==> config.mk <==
export PLATFORM = sky130hd
export DESIGN_NAME = uart_chmode_ctrl
export DESIGN_NICKNAME = d
export VERILOG_FILES = /design/src/rtl/uart_chmode_pkg.sv /design/src/rtl/byte_fifo.sv /design/src/rtl/uart_ctrl_regs.sv /design/src/rtl/chmode_router.sv /design/src/rtl/uart_chmode_ctrl.sv
export SDC_FILE = /design/constraint.sdc
export NUM_CORES = 1
export LEC_CHECK = 0
export BUFFER_PORTS_ARGS = -buffer_cell sky130_fd_sc_hd__buf_2
export CAP_MARGIN = 0
export CORE_MARGIN = 2
export CORE_UTILIZATION = 44
export CTS_CLUSTER_DIAMETER = 80
export DETAILED_ROUTE_END_ITERATION = 7
export PLACE_DENSITY = 0.58
export RECOVER_POWER = 50
export SLEW_MARGIN = 20
export SYNTH_ARGS = -nofsm -noshare
export SYNTH_HDL_FRONTEND = slang
export SYNTH_SLANG_ARGS = --single-unit
==> constraint.sdc <==
create_clock -name clk -period 5.6 [get_ports clk]
set_clock_uncertainty 0.2 [all_clocks]
set_input_delay 0.28 -clock clk [delete_from_list [all_inputs] [get_ports clk]]
set_output_delay 0.28 -clock clk [all_outputs]
set_load 0.1 [all_outputs]
==> src/rtl/uart_chmode_pkg.sv <==
package uart_chmode_pkg;

  typedef enum logic [1:0] {
    CM_NORMAL = 2'd0,
    CM_ECHO   = 2'd1,
    CM_LOCAL  = 2'd2,
    CM_REMOTE = 2'd3
  } chan_mode_e;

  localparam int REG_W    = 10;
  localparam int CTRL_W   = 9;
  localparam int MODE_LSB = 8;

  localparam logic [CTRL_W-1:0] CTRL_RESET = 9'h128;

  localparam int CB_RXCLR   = 0;
  localparam int CB_TXCLR   = 1;
  localparam int CB_RXEN    = 2;
  localparam int CB_RXOFF   = 3;
  localparam int CB_TXEN    = 4;
  localparam int CB_TXOFF   = 5;
  localparam int CB_BRKGO   = 7;
  localparam int CB_BRKHALT = 8;

  localparam logic [1:0] SEL_CTRL = 2'd0;
  localparam logic [1:0] SEL_MODE = 2'd1;
  localparam logic [1:0] SEL_DATA = 2'd2;

  // A path is open when its enable is set and its disable is clear.
  function automatic logic path_open(input logic en, input logic off);
    return en & ~off;
  endfunction

  // Serial bytes go to the receive FIFO in these modes.
  function automatic logic serial_to_rx(input chan_mode_e m);
    return (m == CM_NORMAL) || (m == CM_ECHO);
  endfunction

  // Serial bytes go to the transmit FIFO in these modes.
  function automatic logic serial_to_tx(input chan_mode_e m);
    return (m == CM_ECHO) || (m == CM_REMOTE);
  endfunction

endpackage

==> src/rtl/byte_fifo.sv <==
module byte_fifo #(
  parameter int DEPTH = 64,
  parameter int DW    = 8,
  localparam int CNT_W = $clog2(DEPTH + 1),
  localparam int PTR_W = (DEPTH > 1) ? $clog2(DEPTH) : 1
) (
  input  logic             clk,
  input  logic             rst_n,
  input  logic             clr,
  input  logic             push,
  input  logic [DW-1:0]    din,
  input  logic             pop,
  output logic [DW-1:0]    head,
  output logic [CNT_W-1:0] count,
  output logic             full,
  output logic             empty
);

  logic [DW-1:0]    mem [DEPTH];
  logic [PTR_W-1:0] wp, rp;
  logic             do_push, do_pop;

  function automatic logic [PTR_W-1:0] bump(input logic [PTR_W-1:0] p);
    return (p == PTR_W'(DEPTH - 1)) ? '0 : p + 1'b1;
  endfunction

  assign full    = (count == CNT_W'(DEPTH));
  assign empty   = (count == '0);
  assign do_push = push & ~full;
  assign do_pop  = pop & ~empty;
  assign head    = mem[rp];

  always_ff @(posedge clk or negedge rst_n) begin
    if (!rst_n) begin
      wp    <= '0;
      rp    <= '0;
      count <= '0;
    end else if (clr) begin
      wp    <= '0;
      rp    <= '0;
      count <= '0;
    end else begin
      if (do_push) wp <= bump(wp);
      if (do_pop)  rp <= bump(rp);
      count <= count + CNT_W'(do_push) - CNT_W'(do_pop);
    end
  end

  always_ff @(posedge clk) begin
    if (do_push && !clr) mem[wp] <= din;
  end


  count_bound_chk: assert property (@(posedge clk) disable iff (!rst_n)
    count <= CNT_W'(DEPTH));


  clear_empties_chk: assert property (@(posedge clk) disable iff (!rst_n)
    clr |=> (count == '0));


  push_when_room_chk: assert property (@(posedge clk) disable iff (!rst_n)
    push |-> !full);

endmodule

==> src/rtl/uart_ctrl_regs.sv <==
module uart_ctrl_regs
  import uart_chmode_pkg::*;
(
  input  logic              clk,
  input  logic              rst_n,
  input  logic              wr,
  input  logic [1:0]        sel,
  input  logic [REG_W-1:0]  wdata,
  output logic [CTRL_W-1:0] ctrl_q,
  output chan_mode_e        mode_q,
  output logic              rx_on,
  output logic              tx_on,
  output logic              rx_clr,
  output logic              tx_clr,
  output logic              brk_q
);

  logic ctrl_wr, mode_wr, brk_req;

  assign ctrl_wr = wr && (sel == SEL_CTRL);
  assign mode_wr = wr && (sel == SEL_MODE);
  assign rx_clr  = ctrl_wr & wdata[CB_RXCLR];
  assign tx_clr  = ctrl_wr & wdata[CB_TXCLR];
  assign brk_req = ctrl_wr & wdata[CB_BRKGO] & ~wdata[CB_BRKHALT];

  assign rx_on = path_open(ctrl_q[CB_RXEN], ctrl_q[CB_RXOFF]);
  assign tx_on = path_open(ctrl_q[CB_TXEN], ctrl_q[CB_TXOFF]);

  always_ff @(posedge clk or negedge rst_n) begin
    if (!rst_n) begin
      ctrl_q <= CTRL_RESET;
      mode_q <= CM_NORMAL;
      brk_q  <= 1'b0;
    end else begin
      brk_q <= brk_req;
      if (ctrl_wr) ctrl_q <= {wdata[CTRL_W-1:2], 2'b00};
      if (mode_wr) mode_q <= chan_mode_e'(wdata[MODE_LSB +: 2]);
    end
  end

endmodule

==> src/rtl/chmode_router.sv <==
module chmode_router
  import uart_chmode_pkg::*;
#(
  parameter int DEPTH = 64,
  parameter int DW    = 8,
  localparam int CNT_W = $clog2(DEPTH + 1)
) (
  input  chan_mode_e       mode,
  input  logic             rx_on,
  input  logic             tx_on,
  input  logic             ser_valid,
  input  logic [DW-1:0]    ser_byte,
  input  logic             host_wr,
  input  logic [DW-1:0]    host_byte,
  input  logic             rx_full,
  input  logic             tx_full,
  input  logic [CNT_W-1:0] rx_cnt,
  input  logic [CNT_W-1:0] tx_cnt,
  output logic             rx_push,
  output logic [DW-1:0]    rx_din,
  output logic             tx_push,
  output logic [DW-1:0]    tx_din,
  output logic             rx_ovr,
  output logic             tx_ovf,
  output logic [CNT_W-1:0] room
);

  logic rx_req_ser, rx_req_host, rx_req;
  logic tx_req_ser, tx_req_host, tx_req;

  function automatic logic [CNT_W-1:0] free_of(input logic [CNT_W-1:0] c);
    return CNT_W'(DEPTH) - c;
  endfunction

  function automatic logic [CNT_W-1:0] smaller(input logic [CNT_W-1:0] a,
                                               input logic [CNT_W-1:0] b);
    return (a < b) ? a : b;
  endfunction

  assign rx_req_ser  = ser_valid & serial_to_rx(mode) & rx_on;
  assign rx_req_host = host_wr & (mode == CM_LOCAL) & rx_on;
  assign rx_req      = rx_req_ser | rx_req_host;
  assign rx_din      = rx_req_host ? host_byte : ser_byte;
  assign rx_push     = rx_req & ~rx_full;
  assign rx_ovr      = rx_req & rx_full;

  assign tx_req_ser  = ser_valid & serial_to_tx(mode) & tx_on;
  assign tx_req_host = host_wr & (mode == CM_NORMAL) & tx_on;
  assign tx_req      = tx_req_ser | tx_req_host;
  assign tx_din      = tx_req_host ? host_byte : ser_byte;
  assign tx_push     = tx_req & ~tx_full;
  assign tx_ovf      = tx_req & tx_full;

  always_comb begin
    case (mode)
      CM_NORMAL: room = free_of(rx_cnt);
      CM_ECHO:   room = smaller(free_of(rx_cnt), free_of(tx_cnt));
      CM_LOCAL:  room = CNT_W'(DEPTH);
      default:   room = free_of(tx_cnt);
    endcase
  end

endmodule

==> src/rtl/uart_chmode_ctrl.sv <==
module uart_chmode_ctrl
  import uart_chmode_pkg::*;
#(
  parameter int DEPTH = 64,
  parameter int DW    = 8,
  localparam int CNT_W = $clog2(DEPTH + 1)
) (
  input  logic             clk,
  input  logic             rst_n,
  input  logic             reg_wr,
  input  logic             reg_rd,
  input  logic [1:0]       reg_sel,
  input  logic [REG_W-1:0] reg_wdata,
  output logic [REG_W-1:0] reg_rdata,
  input  logic             rx_valid,
  input  logic [DW-1:0]    rx_byte,
  output logic [CNT_W-1:0] rx_room,
  output logic             tx_valid,
  output logic [DW-1:0]    tx_byte,
  input  logic             tx_ready,
  output logic             break_start,
  output logic             rx_ovr_evt,
  output logic             tx_ovf_evt,
  output logic [CNT_W-1:0] rx_count,
  output logic [CNT_W-1:0] tx_count
);

  logic [CTRL_W-1:0] ctrl_q;
  chan_mode_e        mode_q;
  logic              rx_on, tx_on, rx_clr, tx_clr;
  logic              rx_push, tx_push, rx_ovr_w, tx_ovf_w;
  logic [DW-1:0]     rx_din, tx_din, rx_head;
  logic              rx_full, rx_empty, tx_full, tx_empty;
  logic              data_wr, data_rd, rx_pop, tx_pop;

  assign data_wr = reg_wr && (reg_sel == SEL_DATA);
  assign data_rd = reg_rd && (reg_sel == SEL_DATA);
  assign rx_pop  = data_rd & rx_on & ~rx_empty;
  assign tx_valid = ~tx_empty;
  assign tx_pop   = tx_valid & tx_ready;

  uart_ctrl_regs u_regs (
    .clk    (clk),
    .rst_n  (rst_n),
    .wr     (reg_wr),
    .sel    (reg_sel),
    .wdata  (reg_wdata),
    .ctrl_q (ctrl_q),
    .mode_q (mode_q),
    .rx_on  (rx_on),
    .tx_on  (tx_on),
    .rx_clr (rx_clr),
    .tx_clr (tx_clr),
    .brk_q  (break_start)
  );

  chmode_router #(.DEPTH(DEPTH), .DW(DW)) u_route (
    .mode      (mode_q),
    .rx_on     (rx_on),
    .tx_on     (tx_on),
    .ser_valid (rx_valid),
    .ser_byte  (rx_byte),
    .host_wr   (data_wr),
    .host_byte (reg_wdata[DW-1:0]),
    .rx_full   (rx_full),
    .tx_full   (tx_full),
    .rx_cnt    (rx_count),
    .tx_cnt    (tx_count),
    .rx_push   (rx_push),
    .rx_din    (rx_din),
    .tx_push   (tx_push),
    .tx_din    (tx_din),
    .rx_ovr    (rx_ovr_w),
    .tx_ovf    (tx_ovf_w),
    .room      (rx_room)
  );

  byte_fifo #(.DEPTH(DEPTH), .DW(DW)) u_rxq (
    .clk   (clk),
    .rst_n (rst_n),
    .clr   (rx_clr),
    .push  (rx_push),
    .din   (rx_din),
    .pop   (rx_pop),
    .head  (rx_head),
    .count (rx_count),
    .full  (rx_full),
    .empty (rx_empty)
  );

  byte_fifo #(.DEPTH(DEPTH), .DW(DW)) u_txq (
    .clk   (clk),
    .rst_n (rst_n),
    .clr   (tx_clr),
    .push  (tx_push),
    .din   (tx_din),
    .pop   (tx_pop),
    .head  (tx_byte),
    .count (tx_count),
    .full  (tx_full),
    .empty (tx_empty)
  );

  always_ff @(posedge clk or negedge rst_n) begin
    if (!rst_n) begin
      rx_ovr_evt <= 1'b0;
      tx_ovf_evt <= 1'b0;
    end else begin
      rx_ovr_evt <= rx_ovr_w;
      tx_ovf_evt <= tx_ovf_w;
    end
  end

  always_comb begin
    reg_rdata = '0;
    if (reg_rd) begin
      case (reg_sel)
        SEL_CTRL: reg_rdata[CTRL_W-1:0] = ctrl_q;
        SEL_MODE: reg_rdata[MODE_LSB +: 2] = mode_q;
        SEL_DATA: if (rx_on && !rx_empty) reg_rdata[DW-1:0] = rx_head;
        default:  reg_rdata = '0;
      endcase
    end
  end


  brk_pulse_chk: assert property (@(posedge clk) disable iff (!rst_n)
    (reg_wr && reg_sel == SEL_CTRL && reg_wdata[CB_BRKGO] && !reg_wdata[CB_BRKHALT])
      |=> break_start);


  brk_quiet_chk: assert property (@(posedge clk) disable iff (!rst_n)
    !(reg_wr && reg_sel == SEL_CTRL && reg_wdata[CB_BRKGO] && !reg_wdata[CB_BRKHALT])
      |=> !break_start);


  rx_ovr_full_chk: assert property (@(posedge clk) disable iff (!rst_n)
    rx_ovr_evt |-> ($past(rx_count) == CNT_W'(DEPTH)));


  tx_ovf_full_chk: assert property (@(posedge clk) disable iff (!rst_n)
    tx_ovf_evt |-> ($past(tx_count) == CNT_W'(DEPTH)));


  room_local_chk: assert property (@(posedge clk) disable iff (!rst_n)
    (mode_q == CM_LOCAL) |-> (rx_room == CNT_W'(DEPTH)));


  clr_bits_read_zero_chk: assert property (@(posedge clk) disable iff (!rst_n)
    (reg_rd && reg_sel == SEL_CTRL) |-> (reg_rdata[1:0] == 2'b00));


  rx_closed_hold_chk: assert property (@(posedge clk) disable iff (!rst_n)
    (!rx_on && !rx_clr) |=> (rx_count == $past(rx_count)));

endmodule

Word-level counts from Yosys, hierarchy flattened
Memories as Yosys holds them, arrays and structs flattened.
Index checks and enable logic that the tools add are counted.
{"block": "classes", "n_addsub": 10, "magnitude_cmp": 1, "n_eq_ne": 11, "muxes": 27, "bitwise": 34, "reduce_logical": 20}
{"operator": "2-to-1 mux 6 bit", "n": 12}
{"operator": "AND 1 bit", "n": 25}
{"operator": "adder 6 x 1 -> 6 bit (second input constant)", "n": 4}
{"operator": "equality test 6 bit (second input constant)", "n": 4}
{"operator": "2-to-1 mux 8 bit", "n": 3}
{"operator": "2-to-1 mux 7 bit", "n": 3}
{"operator": "case mux 7 bit (3 select lines)", "n": 1}
{"operator": "case mux 8 bit (2 select lines)", "n": 1}
{"operator": "adder 7 x 1 -> 7 bit", "n": 2}
{"operator": "equality test 7 bit (second input constant)", "n": 2}
{"operator": "logical NOT 7 bit", "n": 2}
{"operator": "subtractor 7 x 1 -> 7 bit", "n": 2}
{"operator": "subtractor 7 bit (first input constant)", "n": 2}
{"operator": "2-to-1 mux 10 bit", "n": 1}
{"operator": "nonzero test 2 bit", "n": 4}
{"operator": "logical AND 1 bit", "n": 7}
{"operator": "less-than comparator 7 bit", "n": 1}
{"operator": "inverter 1 bit", "n": 7}
{"operator": "equality test 2 bit (second input constant)", "n": 3}
{"operator": "2-to-1 mux 1 bit", "n": 5}
{"operator": "equality test 2 x 1 -> 1 bit (second input constant)", "n": 2}
{"operator": "logical NOT 2 bit", "n": 2}
{"operator": "logical NOT 1 bit", "n": 3}
{"operator": "logical OR 1 bit", "n": 2}
{"operator": "other kinds (2)", "n": 3}
{"block": "totals", "register_bits": 50, "mem_bits_rw": 1024, "in_bits": 26, "output_inout_bits": 43, "word_cells": 116, "n_memories": 2}
{"memory": "u_rxq.mem", "words": 64, "width": 8, "rd": 1, "rd_ports_with_merged_regs": 0, "wr": 1, "line": "byte_fifo.sv:19", "rtl": "logic [DW-1:0] mem [DEPTH];"}
{"memory": "u_txq.mem", "words": 64, "width": 8, "rd": 1, "rd_ports_with_merged_regs": 0, "wr": 1, "line": "byte_fifo.sv:19"}

Logic depth before layout (Yosys ltp)
{"block": "logic_depth", "word_depth": 10, "mapped_depth": 17, "ltp_nobuf": 17}

By module
Synthesis repeated with hierarchy kept, for this count alone.
{"block": "hier_totals", "cells_unflattened": 2298, "area_unflattened_um2": 43571.8}
{"mod": "byte_fifo at u_rxq", "instances": 1, "cells_each": 1065, "area_each_um2": 21079.0, "seq_area_each_um2": 15850.2}
{"mod": "byte_fifo at u_txq", "instances": 1, "cells_each": 1086, "area_each_um2": 21051.4, "seq_area_each_um2": 15850.2}
{"mod": "chmode_router", "instances": 1, "cells_each": 88, "area_each_um2": 723.2, "seq_area_each_um2": 0.0}
{"mod": "uart_ctrl_regs", "instances": 1, "cells_each": 29, "area_each_um2": 437.9, "seq_area_each_um2": 254.0}
{"mod": "uart_chmode_ctrl", "instances": 1, "cells_each": 30, "area_each_um2": 280.3, "seq_area_each_um2": 50.0}

Worst setup path after synthesis
OpenSTA, ideal clock, no wires.
{"block": "synth_path", "path_kind": "reg2out", "startpoint": "reg u_txq.count[1]", "endpoint": "out rx_room[2]", "arrival_ps": 4289, "required_ps": 5120, "path_slack_ps": 831, "path_stages_with_launch": 12, "n_path_buf": 0, "cell_sequence": "dfrtp_1 inv_1 ha_1 nand3_1 or2_2 nand2_1 inv_1 ha_1 a211oi_1 o21ai_0 o311ai_1 o2bb2ai_1"}
{"block": "synth_between", "elab_chain_cells": 4}
{"item": "start: declaration", "line": "byte_fifo.sv:14", "rtl": "output logic [CNT_W-1:0] count,"}
{"item": "start signal: assignment", "line": "byte_fifo.sv:45", "rtl": "count <= count + CNT_W'(do_push) - CNT_W'(do_pop);"}
{"item": "subtractor 7 bit (*)", "line": "chmode_router.sv:32", "rtl": "return CNT_W'(DEPTH) - c;"}
{"item": "less-than comparator 7 bit", "line": "chmode_router.sv:37", "rtl": "return (a < b) ? a : b;"}
{"item": "2-to-1 mux 7 bit", "line": "chmode_router.sv:37"}
{"item": "case mux 7 bit (3 select lines) (*)", "line": "chmode_router.sv:55", "rtl": "case (mode)"}
{"item": "end: declaration", "line": "uart_chmode_ctrl.sv:17", "rtl": "output logic [CNT_W-1:0] rx_room,"}
Every way passes the cells marked *; elsewhere a longest branch is shown, timed or not.

Worst setup path after layout
{"block": "layout_path", "startpoint": "reg u_rxq.count[0]", "endpoint": "out reg_rdata[5]"}
{"block": "layout_between", "elab_chain_cells": 6}
{"item": "start: declaration", "line": "byte_fifo.sv:14"}
{"item": "start signal: assignment", "line": "byte_fifo.sv:45"}
{"item": "logical NOT 7 bit", "line": "byte_fifo.sv:28", "rtl": "assign empty = (count == '0);"}
{"item": "logical NOT 1 bit", "line": "uart_chmode_ctrl.sv:120", "rtl": "SEL_DATA: if (rx_on && !rx_empty) reg_rdata[DW-1:0] = rx_head;"}
{"item": "logical AND 1 bit", "line": "uart_chmode_ctrl.sv:120"}
{"item": "2-to-1 mux 8 bit", "line": "uart_chmode_ctrl.sv:120"}
{"item": "case mux 8 bit (2 select lines)", "line": "uart_chmode_ctrl.sv:117", "rtl": "case (reg_sel)"}
{"item": "2-to-1 mux 10 bit", "line": "uart_chmode_ctrl.sv:116", "rtl": "if (reg_rd) begin"}
{"item": "end: declaration", "line": "uart_chmode_ctrl.sv:14", "rtl": "output logic [REG_W-1:0] reg_rdata,"}
Every way passes these cells.

==> results.yml <==
detailed_routing:
  vias: 21760
  wirelength_microns: 101500
  antenna_left: 0
  via_per_inst: 5.842
  dr.pass1.iters: 5
  drc: 0
  wl_per_cell_microns: 27.26
  first_iter_violations: 1987
yosys:
  ys_seq_elements: 1074
  syn_nets: 2300
  yosysWarnings: 0
  synth.distinct_cells: 69
  netlist_instances: 2240
  synthFlopType: "edfxtp_1"
  syn_area_sq_mm: 0.04306
  synthArstFlopShare: 0.04655
  syn_area_per_cell_sq_um: 19.22
  synth_edf_count: 1024
  seq_area_frac_synth: 0.7433
worst_setup_path:
  crit_path_cell_trace: "inv_1 > ha_1 > nand4b_1 > nand3_1 > inv_1 > nand3_1 > o22ai_1 > a21oi_1 > nand3_1 > buf_2"
  critPathLaunchType: "flop"
  worstPathBufferInverterCount: 3
  cp.arrival_ns: 4.49
  rrSetupSlack_ns: 0.65
  path_depth: 10
  worst-path-max-fanout: 11
  cp_slowest_stage_delay_ns: 0.64
  r2r_cells: 5
  cp-end-kind: "primary output"
  cp_top_family: "simple AND/OR/NAND/NOR gates"
  crit_path_frequent_cell: "nand3_1"
  path_class: "reg -> out"
  cp_slowest_cell: "a21oi_1"
  cp_data_required_time_ns: 5.12
finish:
  drive_above_1_share: 0.2091
  n_antenna_cell: 0
  seqCellArea_sq_mm: 0.03202
  nFillCells: 7840
  final_area_sq_mm: 0.04837
  multi_input_area_sq_mm: 0.01034
  syn_to_final_growth_pct: 12.35
  nNetsFinal: 2415
grt:
  grt-ovfl-total: 0
  antenna_found_initial: 0
  grt_usage: 0.2027
  grt_max_degree: 65
  grt_pass1_wl_microns: 149000
  grt_pass1_vias: 22270
job:
  cap_violations: 17
sta:
  maxSlewHeadroom: -1.266
  finalCriticalPeriod_ns: 4.969
  tightest_slew_ns: 3.398
  timing.final.ws_setup_ns: 0.6313
  whs_ns: 0.1181
  finalHoldViolCount: 0
  setup_violations: 0
  setup-tns-final_ns: 0
  slew_violations: 1043
  max_freq_mhz: 201.3
  rsz0062_at_grt: "false"
  fin_crit_sh: 0.8873
place:
  place_area_sq_mm: 0.04485
  io_buffers: 68
  dp_hpwl_microns: 62070
  dp_slack_ns: 1.562
  gp_congestion: 0.8605
outcome:
  violations: "max-capacitance violations, max-slew violations"
  status: "finished, violations left"
cts:
  cts_htree_levels: 3
  numCtsBuffers: 109
  cts_tree: "yes"
  clkSinkCount: 1074
  cts_setup_buffers: 0
  clockBufferDepth: 3
  cts_resized: 0
  cts_root_buf: "clkbuf_16"
  path_clk_slew_ns: 0.06
  postCtsHoldBufs: 17
  worstSkewPairLatency_ns: 0.68
floorplanning:
  std_cell_rows: 114
  dieArea_sq_mm: 0.1004
  die_width_microns: 316.8
  core_sq_mm: 0.09685
  die_y_microns: 316.8
  pin_count: 69
  initial_core_util: 0.4446
power_and_ir_drop:
  p_clk_frac: 0.318
  p_seq_frac: 0.419
  p_int_mw: 14.94
  p_sw_mw: 7.230
  p_leak_nw: 15.33
  p_per_area_mw_per_mm2: 458.3
  switching_share: 0.3261
  p_comb_frac: 0.262
  vdd_drop_max_v: 0.0005785
min_path:
  hold_class: "in -> reg"
  hold_depth: 4
[layout make-up]
type                            instances  area share
Clock buffer                          127     0.05822
Clock inverter                         78     0.01345
Inverter                               32    0.002483
Multi-Input combinational cell       1008      0.2138
Sequential cell                      1074      0.6619
Tap cell                             1276     0.03300
Timing Repair Buffer                  130     0.01710
[worst reg2reg max path, stage by stage, from the launching register on]
cell,delay [ns]
dfrtp_1,0.43
and4bb_2,0.33
and2b_2,0.16
and2_0,0.47
mux2_2,0.26
clkbuf_1,2.35
[per-layer routing]
layer | GRT usage | up-vias | wire [microns]
met4 | 0.06979 | 0 | 3514
met2 | 0.3377 | 727 | 50880
met1 | 0.2746 | 11490 | 41580
met5 | 0 | - | 0
li1 | - | 9372 | -
met3 | 0.02987 | 176 | 5558
[power by group through the flow]
stage	sequential [mW]	combinational, mW	clock (mW)
6_report	9.30	5.81	7.06
5_1_grt	9.33	6.14	7.48
4_1_cts	9.28	5.87	7.18
3_5_place_dp	9.45	5.84	0
3_3_place_gp	9.44	5.77	0
2_1_floorplan	9.57	4.17	0
[placed cells by master, fill, tap and decap left out, types with 7 or more instances in the layout]
master / count
nor2b_1: 12
nand4_1: 7
o22ai_1: 8
clkbuf_1: 56
dfrtp_1: 43
clkinvlp_4: 8
o21ai_0: 13
inv_1: 31
ha_1: 32
a22oi_1: 82
bufinv_16: 9
xnor2_1: 18
o221ai_1: 8
nand3b_1: 10
dlygate4sd3_1: 17
a21oi_1: 40
nand2_1: 86
clkinv_2: 22
clkbuf_16: 110
clkinv_1: 30
nor2_1: 185
buf_4: 20
xor2_1: 9
a22o_1: 17
edfxtp_1: 1024
mux4_2: 229
mux2i_1: 75
a221oi_1: 24
mux2_2: 22
nand3_1: 22
o21bai_1: 8
buf_2: 48
[cell families (layout without fill, tap and decap cells)]
group | Yosys count | count (layout) | share of synthesized area
DFF | 1074 | 1074 | 0.7433
and+or+nand+nor | 383 | 383 | 0.04089
muxes | 329 | 329 | 0.1438
AOI/OAI and AO/OA | 235 | 235 | 0.03993
buffers and inverters | 158 | 367 | 0.01642
adders and majority gates | 34 | 34 | 0.01023
xor gates and xnor gates | 27 | 27 | 0.005492
[state kept, by name, indices dropped and copies added, names as in the netlist]
name,flops
u_txq.wp,6
u_txq.mem,512
u_rxq.wp,6
tx_ovf_evt,1
u_regs.ctrl_q,7
u_rxq.mem,512
u_rxq.count,7
rx_ovr_evt,1
u_regs.brk_q,1
u_txq.rp,6
u_txq.count,7
u_regs.mode_q,2
u_rxq.rp,6
[synth_stat cells, types with 7 or more instances]
cell type | instances | area share
nand2_1 | 86 | 0.0075
buf_1 | 20 | 0.0017
a22oi_1 | 82 | 0.014
nand3b_1 | 10 | 0.0017
buf_2 | 27 | 0.0031
a21oi_1 | 40 | 0.0046
ha_1 | 32 | 0.0093
o22ai_1 | 8 | 0.0012
buf_4 | 13 | 0.0023
clkbuf_1 | 60 | 0.0052
mux2_2 | 25 | 0.0065
a221oi_1 | 24 | 0.0049
mux2i_1 | 75 | 0.017
o221ai_1 | 8 | 0.0016
nand3_1 | 22 | 0.0026
nor2_1 | 187 | 0.016
o21bai_1 | 8 | 0.0014
o21ai_0 | 13 | 0.0015
xnor2_1 | 18 | 0.0037
xor2_1 | 9 | 0.0018
dfrtp_1 | 47 | 0.027
inv_1 | 30 | 0.0026
mux4_2 | 229 | 0.12
and2_1 | 8 | 0.0012
nor2b_1 | 15 | 0.0022
nand4_1 | 7 | 0.0010
edfxtp_1 | 1024 | 0.71
a22o_1 | 17 | 0.0035
[per-stage QoR]
step	cells	util	total power [mW]
2_1_floorplan	2240	-	13.73
3_3_place_gp	3503	0.4631	15.21
3_5_place_dp	3503	0.4631	15.29
4_1_cts	3725	0.5007	22.34
5_1_grt	3725	0.4995	22.95
6_report	3725	0.4995	22.17
[path summary, 6_finish.rpt]
kind                                    end             start
min reg2reg                u_regs.ctrl_q[6]  u_regs.ctrl_q[6]
max reg2reg                u_txq.mem[21][4]  u_regs.mode_q[0]
min                              rx_ovr_evt            reg_wr
max in group asynchronous       u_rxq.rp[1]             rst_n
max                            reg_rdata[5]    u_rxq.count[0]
min in group asynchronous  u_regs.mode_q[1]             rst_n
Power figures use the tool's default switching activity.
